## src/rtl/t1_alarm_pkg.sv

```systemverilog
package t1_alarm_pkg;

  typedef enum logic [1:0] {
    YEL_BIT2 = 2'd0,
    YEL_SBIT = 2'd1,
    YEL_FDL  = 2'd2
  } yel_mode_e;

  // strobes from control to datapath, all qualified by the bit enable
  typedef struct packed {
    logic take;
    logic isOne;
    logic bit2Slot;
    logic sFrame12;
    logic fdlSlot;
  } strobe_t;

  // levels and one-cycle events from datapath to control
  typedef struct packed {
    logic carrier;
    logic zero8;
    logic zero16;
    logic blue;
    logic yellow;
    logic carrierEnd;
    logic blueEnd;
  } live_t;

endpackage

```

## src/rtl/t1_alarm_path.sv

```systemverilog
module t1_alarm_path
  import t1_alarm_pkg::*;
#(
  parameter int CL_RUN    = 192,
  parameter int CL_BLK    = 112,
  parameter int CL_ONES   = 14,
  parameter int AIS_WIN   = 4632,
  parameter int AIS_MAXZ  = 5,
  parameter int Y2_RUN    = 256,
  parameter int FDL_REPS  = 16,
  parameter int RUN_SHORT = 8,
  parameter int RUN_LONG  = 16
) (
  input  logic    clk,
  input  logic    rstN,
  input  strobe_t stb,
  output live_t   live
);

  localparam int ZW = $clog2(CL_RUN + 1);
  localparam int BW = $clog2(CL_BLK);
  localparam int OW = $clog2(CL_ONES + 1);
  localparam int AW = $clog2(AIS_WIN);
  localparam int NW = $clog2(AIS_MAXZ + 2);
  localparam int YW = $clog2(Y2_RUN + 1);
  localparam int RW = $clog2(FDL_REPS + 1);
  localparam logic [15:0] FDL_WORD = 16'h00FF;

  logic [ZW-1:0] zeroRun;
  logic          clAct, clEndP;
  logic [BW-1:0] blkCnt;
  logic [OW-1:0] onesCnt, onesNext;
  logic [AW-1:0] aisCnt;
  logic [NW-1:0] aisZ, aisZNext;
  logic          blueAct, blueEndP;
  logic [YW-1:0] y2Cnt;
  logic          yellow;
  logic [15:0]   fdlSr, fdlNext;
  logic [3:0]    fdlPh;
  logic [RW-1:0] fdlReps;

  always_comb begin
    onesNext = (stb.isOne && onesCnt != OW'(CL_ONES)) ? onesCnt + 1'b1 : onesCnt;
    aisZNext = (!stb.isOne && aisZ != NW'(AIS_MAXZ + 1)) ? aisZ + 1'b1 : aisZ;
    fdlNext  = {fdlSr[14:0], stb.isOne};
  end

  // zero run length, saturating
  always_ff @(posedge clk) begin
    if (!rstN) zeroRun <= '0;
    else if (stb.take) begin
      if (stb.isOne) zeroRun <= '0;
      else if (zeroRun != ZW'(CL_RUN)) zeroRun <= zeroRun + 1'b1;
    end
  end

  // carrier loss: declare on long run, release on block ones density
  always_ff @(posedge clk) begin
    if (!rstN) begin
      clAct <= 1'b0; blkCnt <= '0; onesCnt <= '0; clEndP <= 1'b0;
    end else begin
      clEndP <= 1'b0;
      if (stb.take) begin
        if (!clAct) begin
          blkCnt  <= '0;
          onesCnt <= '0;
          if (!stb.isOne && zeroRun == ZW'(CL_RUN - 1)) clAct <= 1'b1;
        end else if (blkCnt == BW'(CL_BLK - 1)) begin
          blkCnt  <= '0;
          onesCnt <= '0;
          if (onesNext == OW'(CL_ONES)) begin
            clAct  <= 1'b0;
            clEndP <= 1'b1;
          end
        end else begin
          blkCnt  <= blkCnt + 1'b1;
          onesCnt <= onesNext;
        end
      end
    end
  end

  // blue alarm: zeros per fixed window, decided at window end
  always_ff @(posedge clk) begin
    if (!rstN) begin
      aisCnt <= '0; aisZ <= '0; blueAct <= 1'b0; blueEndP <= 1'b0;
    end else begin
      blueEndP <= 1'b0;
      if (stb.take) begin
        if (aisCnt == AW'(AIS_WIN - 1)) begin
          aisCnt <= '0;
          aisZ   <= '0;
          if (aisZNext <= NW'(AIS_MAXZ)) blueAct <= 1'b1;
          else begin
            blueAct  <= 1'b0;
            blueEndP <= blueAct;
          end
        end else begin
          aisCnt <= aisCnt + 1'b1;
          aisZ   <= aisZNext;
        end
      end
    end
  end

  // yellow alarm, one of three formats via mutually exclusive strobes
  always_ff @(posedge clk) begin
    if (!rstN) begin
      y2Cnt <= '0; yellow <= 1'b0; fdlSr <= '0; fdlPh <= '0; fdlReps <= '0;
    end else begin
      if (stb.bit2Slot) begin
        if (stb.isOne) begin
          y2Cnt  <= '0;
          yellow <= 1'b0;
        end else if (y2Cnt != YW'(Y2_RUN)) begin
          y2Cnt <= y2Cnt + 1'b1;
          if (y2Cnt == YW'(Y2_RUN - 1)) yellow <= 1'b1;
        end
      end
      if (stb.sFrame12) yellow <= stb.isOne;
      if (stb.fdlSlot) begin
        fdlSr <= fdlNext;
        if (fdlReps == '0) begin
          if (fdlNext == FDL_WORD) begin
            fdlReps <= RW'(1);
            fdlPh   <= '0;
          end
        end else begin
          fdlPh <= fdlPh + 1'b1;
          if (fdlPh == 4'd15) begin
            if (fdlNext == FDL_WORD) begin
              if (fdlReps != RW'(FDL_REPS)) fdlReps <= fdlReps + 1'b1;
              if (fdlReps == RW'(FDL_REPS - 1)) yellow <= 1'b1;
            end else begin
              fdlReps <= '0;
              yellow  <= 1'b0;
            end
          end
        end
      end
    end
  end

  always_comb begin
    live.carrier    = clAct;
    live.zero8      = zeroRun >= ZW'(RUN_SHORT);
    live.zero16     = zeroRun >= ZW'(RUN_LONG);
    live.blue       = blueAct;
    live.yellow     = yellow;
    live.carrierEnd = clEndP;
    live.blueEnd    = blueEndP;
  end

endmodule

```

## src/rtl/t1_alarm_ctrl.sv

```systemverilog
module t1_alarm_ctrl
  import t1_alarm_pkg::*;
#(
  parameter int FRAME_SBIT = 12
) (
  input  logic       clk,
  input  logic       rstN,
  input  logic       bitEn,
  input  logic       rxData,
  input  logic       fBitMark,
  input  logic [4:0] frameNum,
  input  logic [2:0] bitPos,
  input  logic       fdlMark,
  input  logic       esfMode,
  input  logic       sbitYelMode,
  input  logic       rdEn,
  input  logic       rdSel,
  input  logic       rdBurst,
  input  logic [4:0] maskAlarm,
  input  logic [1:0] maskClear,
  input  live_t      live,
  output strobe_t    stb,
  output logic [4:0] statusAlarm,
  output logic [1:0] statusClear,
  output logic       irqN
);

  yel_mode_e yelMode;
  logic      clrAlarm, clrEvent;
  logic [4:0] alarmNow;

  always_comb begin
    if (esfMode)          yelMode = YEL_FDL;
    else if (sbitYelMode) yelMode = YEL_SBIT;
    else                  yelMode = YEL_BIT2;

    stb.take     = bitEn;
    stb.isOne    = rxData;
    stb.bit2Slot = bitEn && !fBitMark && bitPos == 3'd1 && yelMode == YEL_BIT2;
    stb.sFrame12 = bitEn && fBitMark && frameNum == 5'(FRAME_SBIT) && yelMode == YEL_SBIT;
    stb.fdlSlot  = bitEn && fBitMark && fdlMark && yelMode == YEL_FDL;

    clrAlarm = rdEn && !rdBurst && !rdSel;
    clrEvent = rdEn && !rdBurst && rdSel;
    alarmNow = {live.yellow, live.blue, live.zero16, live.zero8, live.carrier};
  end

  always_ff @(posedge clk) begin
    if (!rstN) begin
      statusAlarm <= '0;
      statusClear <= '0;
    end else begin
      statusAlarm <= (clrAlarm ? 5'b0 : statusAlarm) | alarmNow;
      statusClear <= (clrEvent ? 2'b0 : statusClear) | {live.blueEnd, live.carrierEnd};
    end
  end

  assign irqN = ~(|(statusAlarm & maskAlarm) | |(statusClear & maskClear));

endmodule

```

## src/rtl/t1_alarm_detect.sv

```systemverilog
module t1_alarm_detect
  import t1_alarm_pkg::*;
#(
  parameter int CL_RUN     = 192,
  parameter int CL_BLK     = 112,
  parameter int CL_ONES    = 14,
  parameter int AIS_WIN    = 4632,
  parameter int AIS_MAXZ   = 5,
  parameter int Y2_RUN     = 256,
  parameter int FDL_REPS   = 16,
  parameter int FRAME_SBIT = 12
) (
  input  logic       clk,
  input  logic       rstN,
  input  logic       bitEn,
  input  logic       rxData,
  input  logic       fBitMark,
  input  logic [4:0] frameNum,
  input  logic [2:0] bitPos,
  input  logic       fdlMark,
  input  logic       esfMode,
  input  logic       sbitYelMode,
  input  logic       rdEn,
  input  logic       rdSel,
  input  logic       rdBurst,
  input  logic [4:0] maskAlarm,
  input  logic [1:0] maskClear,
  output logic       carrierLoss,
  output logic       zero8,
  output logic       zero16,
  output logic       blueAlarm,
  output logic       yellowAlarm,
  output logic [4:0] statusAlarm,
  output logic [1:0] statusClear,
  output logic       irqN
);

  strobe_t stb;
  live_t   live;

  t1_alarm_ctrl #(.FRAME_SBIT(FRAME_SBIT)) u_ctrl (
    .clk(clk), .rstN(rstN), .bitEn(bitEn), .rxData(rxData),
    .fBitMark(fBitMark), .frameNum(frameNum), .bitPos(bitPos),
    .fdlMark(fdlMark), .esfMode(esfMode), .sbitYelMode(sbitYelMode),
    .rdEn(rdEn), .rdSel(rdSel), .rdBurst(rdBurst),
    .maskAlarm(maskAlarm), .maskClear(maskClear), .live(live),
    .stb(stb), .statusAlarm(statusAlarm), .statusClear(statusClear),
    .irqN(irqN)
  );

  t1_alarm_path #(
    .CL_RUN(CL_RUN), .CL_BLK(CL_BLK), .CL_ONES(CL_ONES),
    .AIS_WIN(AIS_WIN), .AIS_MAXZ(AIS_MAXZ), .Y2_RUN(Y2_RUN),
    .FDL_REPS(FDL_REPS), .RUN_SHORT(8), .RUN_LONG(16)
  ) u_path (
    .clk(clk), .rstN(rstN), .stb(stb), .live(live)
  );

  assign carrierLoss = live.carrier;
  assign zero8       = live.zero8;
  assign zero16      = live.zero16;
  assign blueAlarm   = live.blue;
  assign yellowAlarm = live.yellow;

endmodule

```

## config.mk

```make
export PLATFORM = sky130hd
export DESIGN_NAME = t1_alarm_detect
export DESIGN_NICKNAME = d
export VERILOG_FILES = /design/src/rtl/t1_alarm_pkg.sv /design/src/rtl/t1_alarm_path.sv /design/src/rtl/t1_alarm_ctrl.sv /design/src/rtl/t1_alarm_detect.sv
export SDC_FILE = /design/constraint.sdc
export NUM_CORES = 1
export LEC_CHECK = 0
export ABC_AREA = 1
export BUFFER_PORTS_ARGS = -buffer_cell sky130_fd_sc_hd__buf_2
export CAP_MARGIN = 20
export CORE_MARGIN = 8
export CORE_UTILIZATION = 30
export DETAILED_ROUTE_END_ITERATION = 8
export GPL_TIMING_DRIVEN = 0
export PLACE_DENSITY_LB_ADDON = 0.12
export RECOVER_POWER = 100
export SYNTH_ARGS = -nofsm -noshare
export SYNTH_HDL_FRONTEND = slang
export SYNTH_SLANG_ARGS = --single-unit
```

## constraint.sdc

```tcl
create_clock -name clk -period 1.5 [get_ports clk]
set_clock_uncertainty 0.05 [all_clocks]
set_input_delay 0.3 -clock clk [delete_from_list [all_inputs] [get_ports clk]]
set_output_delay 0.3 -clock clk [all_outputs]
set_load 0.01 [all_outputs]
```

# Word level (Yosys, flattened, before mapping)
# Index checks and enable logic that the tools add are counted.
# totals
regBits	80
in_bits	26
out_inout_bits	13
wordCells	126
# op_classes
add_sub_neg	8
n_lt_le_gt_ge	3
eq_ne	19
muxes	39
bitwise_logic	9
n_reduce_logical	32
# op_table
op	count
$mux 5	6
$mux 4	5
$mux 9	2
$mux 1	17
$eq 16x8->1 const B	1
$mux 8	2
$logic_and 1x1->1	14
$mux 7	2
$add 13x1->13 const B	1
$eq 13x13->1 const B	1
$mux 13	1
$eq 5x4->1 const B	2
$add 9x1->9 const B	1
$eq 9x8->1 const B	1
$ne 9x9->1 const B	1
$add 4x1->4 const B	2
$add 8x1->8 const B	1
$eq 4x4->1 const B	2
$eq 8x8->1 const B	1
$ge 8x4->1 const B	1
$ge 8x5->1 const B	1
$ne 8x8->1 const B	1
$reduce_and 2->1	4
$reduce_and 4->1	2
other kinds (28)	38

# Longest topological paths before layout
# depth
ltp_word	11
mapped_depth	11
ltp_nobuf	11

# Modules after synthesis
# A second synthesis with hierarchy kept.
# unflattened
cells_unflattened	619
area_unflattened_um2	4304.1
# by_module_without_submodules
mod	instances	cells_per_inst	area_per_inst_um2	seq_area_each_um2
t1_alarm_path	1	561	3920.0	1461.4
t1_alarm_ctrl	1	58	384.1	140.1

# Worst setup path after synthesis
# No wires, ideal clock.
# synth_timing
path_type	flip-flop to flip-flop
startpoint	register u_path.y2Cnt[0]
endpoint	register u_path.y2Cnt[8]
setup_ns	0.072
arrival_time_ns	1.335
required_time_ns	1.378
path_slack_ns	0.043
path_stages_with_launch	8
n_path_buf	0
synth_period_minus_slack_ns	1.457
cell_sequence	dfxtp_1 ha_1 nand3_1 nor4_1 ha_1 nor2_1 nand2_1 a21oi_1
# synth_via
elab_chain_len	3
word_cells_on_any_way	6
classes_between	add/sub: 1; eq/ne: 1; mux: 2; reduce/logical: 2
# synth_rtl
element	line	rtl
start, declared	t1_alarm_path.sv:36	logic [YW-1:0] y2Cnt;
start signal, assigned	t1_alarm_path.sv:116	y2Cnt <= y2Cnt + 1'b1;
$add 9x1->9 / $ne 9x9->1 (equally long branches)	t1_alarm_path.sv:116, t1_alarm_path.sv:115	
$mux 9 / $reduce_bool 2->1 (equally long branches)	--	
$mux 9 / $reduce_and 2->1 (equally long branches)	--	
# Several ways; a longest one is shown, not always the timed one. The select of a mux whose other input is x is not followed.
# A chain may end at the register's enable or synchronous reset.

# Worst setup path after layout
# layout_timing
startpoint	register u_ctrl.statusAlarm[1]
endpoint	output irqN
# layout_via
elab_chain_len	4
# layout_rtl
element	line	rtl
start, declared	t1_alarm_ctrl.sv:23	output logic [4:0] statusAlarm,
start signal, assigned	t1_alarm_ctrl.sv:53	statusAlarm <= (clrAlarm ? 5'b0 : statusAlarm) | alarmNow;
$and 5x5->5	t1_alarm_ctrl.sv:58	assign irqN = ~(|(statusAlarm & maskAlarm) | |(statusClear & maskClear));
$reduce_or 5->1	t1_alarm_ctrl.sv:58	
$or 1x1->1	t1_alarm_ctrl.sv:58	
$not 1->1	t1_alarm_ctrl.sv:58	
end, declared	t1_alarm_detect.sv:35	output logic irqN
# No other way between the ends.

==> summary.md <==
• **run status** finished with violations
• **violations in the final reports** negative setup slack
• **master cell of the clock root buffer** sky130_fd_sc_hd__clkbuf_16
• **portion of the clock cycle consumed by the worst path in the final layout** 102%
• **worst min path class** in2reg
• **maxcap violations** 0
• **worst relative slew slack** 58.2%
• **aggregate global routing overflow** 0
• **Net Count, Synth** 626
• **CP peak stage delay** 330 ps
• **Static Leak** 0.00218 uW
• **number of standard cells in the layout, taps in and fillers out** 848
• **post-placement cell count** 801
• **Max rail drop VDD** 0.000392 V
• **clk slew on worst S/H paths** 60 ps
• **overall routed net length** 11100 um
• **Setup violations, final** 7
• **GR Util All Layers** 12.5%
• **largest cells by area after synthesis** sky130_fd_sc_hd__dfxtp_1 39%, sky130_fd_sc_hd__nand2_1 9.2%, sky130_fd_sc_hd__nor2_1 8.7%
• **required time reported for the critical path endpoint** 1150 ps
• **met2 wirelength from detailed routing** 5250 um
• **top-area cell type share of the netlist area** 38.8%
• **number of antenna violations at the first check in global routing** 0
• **Post-Syn Instances** 585
• **number of nets at the end of the flow** 706
• **top cells by instance count after synthesis** 101 x sky130_fd_sc_hd__nand2_1, 96 x sky130_fd_sc_hd__nor2_1, 80 x sky130_fd_sc_hd__dfxtp_1
• **ordered list of cells on the worst path** nand2_2 > nand4_1 > a211oi_2 > buf_2
• **type of destination of the critical path** primary output
• **Synth cell types** 41
• **via count of the first global-routing pass** 3794
• **library cell with the largest summed area after synthesis** sky130_fd_sc_hd__dfxtp_1
• **cts hold-fix bufs** 0
• **length of routed wiring on met1** 5290 um
• **final weighted congestion of routability-driven global placement** 0.822
• **number of warning messages in the yosys log** 0
• **top routing layer used** met4
• **via count** 4012
• **transition time at the pin with the least slew margin** 627 ps
• **final critical-path setup slack** -32.0 ps
• **average instance area after synthesis** 7.06 um2
• **CP Data Arrival Time** 1180 ps
• **CTS H-Tree Depth** 3
• **port buffer count** 36
• **post-synth design cell area** 4130 um2
• **Core ar.** 13700 um2
• **layout cell share with drive strength beyond 1** 30.1%
• **Top delay family on crit path** flip-flops
• **horizontal extent of the die** 133 um
• **DRT iter0 DRCs** 210
• **first drt pass iteration count** 4
• **wire length on met3** 373 um
• **share of async-settable or async-resettable flops after synthesis** 0%
• **initial core utilization** 30.2%
• **top-level I/O count** 39
• **antenna-violating nets left** 0
• **Final Slew Violations** 0
• **Sink Count** 80
• **register bit count reported by yosys** 80
• **Seq/Total Area, Yosys** 38.8%
• **clock latency on the worst-skew pair** 340 ps
• **placed wire-length estimate** 7720 um
• **vias per cell** 4.73
• **setup repair after global routing missed its margin** true
• **Rows** 43
• **clock buffers created by TritonCTS** 9
• **maximum achievable frequency** 653 MHz
• **power after layout** 4410 uW
• **power per unit of standard cell area** 811 nW/um2
• **Max stage delay cell, worst path** sky130_fd_sc_hd__dfxtp_2
• **number of enable flip-flop cells after synthesis** 0
• **Worst Hold Margin** 235 ps
• **average wire per cell in the routed design** 13.1 um
• **number of design rule violations left after detail routing** 0
• **first-pass GRT wire length** 18200 um
• **CP Max Fanout** 3
• **nature of the critical path startpoint** register
• **clock tree from TritonCTS** done
• **largest net degree at the start of global routing** 12
• **final hold violation count** 0
• **start-to-end type of the worst setup path** reg2out
• **buffers from clock root to sink, at most** 2
• **# diodes** 0
• **top flip-flop cell by instance count after synthesis** sky130_fd_sc_hd__dfxtp_1
• **area growth from synthesis to layout** 31.7%
• **Total Die Area** 17800 um2
• **most instantiated library cell after synthesis** sky130_fd_sc_hd__nand2_1
• **critical path buffer and inverter count** 1
• **Vert. Die Dim** 133 um
• **Final min period** 1530 ps
-- worst register-to-register path, delay by kind of cell, from the launching register on --
kind	cells	cell delay, ps
adders and majority gates	1	150
and+or+nand+nor	6	750
DFF	1	350
buffers and inverters	2	110
-- cells by family (layout without fill, tap and decap cells) --
| kind of cell | after synthesis | after routing | share of synthesized area [%] |
|---|---|---|---|
| AOI/OAI and AO/OA | 87 | 87 | 11.1 |
| DFF | 80 | 80 | 38.8 |
| adders and majority gates | 15 | 15 | 4.54 |
| buffers and inverters | 80 | 162 | 7.82 |
| xor gates and xnor gates | 13 | 13 | 2.76 |
| and+or+nand+nor | 310 | 311 | 35.0 |
-- where the power goes --
part / switching, uW / internal, uW / total (uW) / leakage (uW)
logic: 174 / 98.4 / 272 / 0.00139
registers: 21.8 / 2140 / 2160 / 0.000659
clock network: 830 / 1150 / 1980 / 0.000126
-- flip-flops by register name (all words and copies together) (netlist names) --
register,flops
u_path.y2Cnt,9
u_path.onesCnt,4
u_path.fdlReps,5
u_path.aisZ,3
u_path.fdlSr,15
u_path.fdlPh,4
u_ctrl.statusAlarm,5
u_path.blueAct,1
u_path.blkCnt,7
u_ctrl.statusClear,2
u_path.clAct,1
u_path.zeroRun,8
u_path.clEndP,1
u_path.blueEndP,1
u_path.aisCnt,13
u_path.yellow,1
-- layout make-up --
class	instances	area (um2)
fill	1460	8230
multi-input combinational	426	2540
sequential	80	1650
timing repair buffer	68	430
inverter	66	265
clock buffer	13	250
tap	180	225
buffer	14	68.8
clock inverter	1	5.00
-- timing repair --
action,in CTS,in global routing
gates resized for setup,46,99
buffers inserted,13,18
pin swaps,19,41
endpoints found under the setup margin,33,45
hold endpoints to repair,0,0
cloned,1,1
-- placed cells by master (no fill, tap or decap), drive strengths merged --
cell type	instances
a32o	1
nand4	16
buf	63
nor4	2
nand3	49
nor3b	2
nand2	113
nor2	105
inv	64
nand3b	3
clkinv	3
o21ai	40
o31ai	1
ha	15
nand2b	1
dfxtp	80
a211oi	1
a22oi	1
o21a	2
xor2	11
clkbuf	32
xnor2	2
a21oi	38
and3	3
or2	1
a22o	1
nor3	16
o22ai	2
-- per-stage QoR --
step           setup WS, ps  util [%]  TNS (ps)  cell area [um2]
5_1_grt                -115      39.8     -2680             5440
6_report              -32.0      39.8     -98.0             5440
4_1_cts               -85.5      36.9      -206             5040
2_1_floorplan          43.4         -         0             4130
3_5_place_dp           -223      33.2     -2660             4540
3_3_place_gp           -211      33.2     -2620             4540
-- per-layer routing --
| metal | global-route usage, % | up-vias |
|---|---|---|
| li1 | - | 2074 |
| met5 | 0 | - |
| met1 | 15.6 | 1881 |
| met3 | 2.52 | 12 |
| met2 | 20.4 | 45 |
| met4 | 5.24 | 0 |
-- final timing paths --
path,start,end,slack (ps),cells past startpoint
max,u_ctrl.statusAlarm[1]$_SDFF_PN0_,irqN,-30,4
min,rdSel,u_ctrl.statusAlarm[3]$_SDFF_PN0_,240,3
max reg2reg,u_path.aisCnt[1]$_SDFFE_PN0P_,u_path.aisCnt[7]$_SDFFE_PN0P_,-20,9
min reg2reg,u_path.blueEndP$_SDFF_PP0_,u_ctrl.statusClear[1]$_SDFF_PN0_,390,2
(Power assumes the default switching activity.)
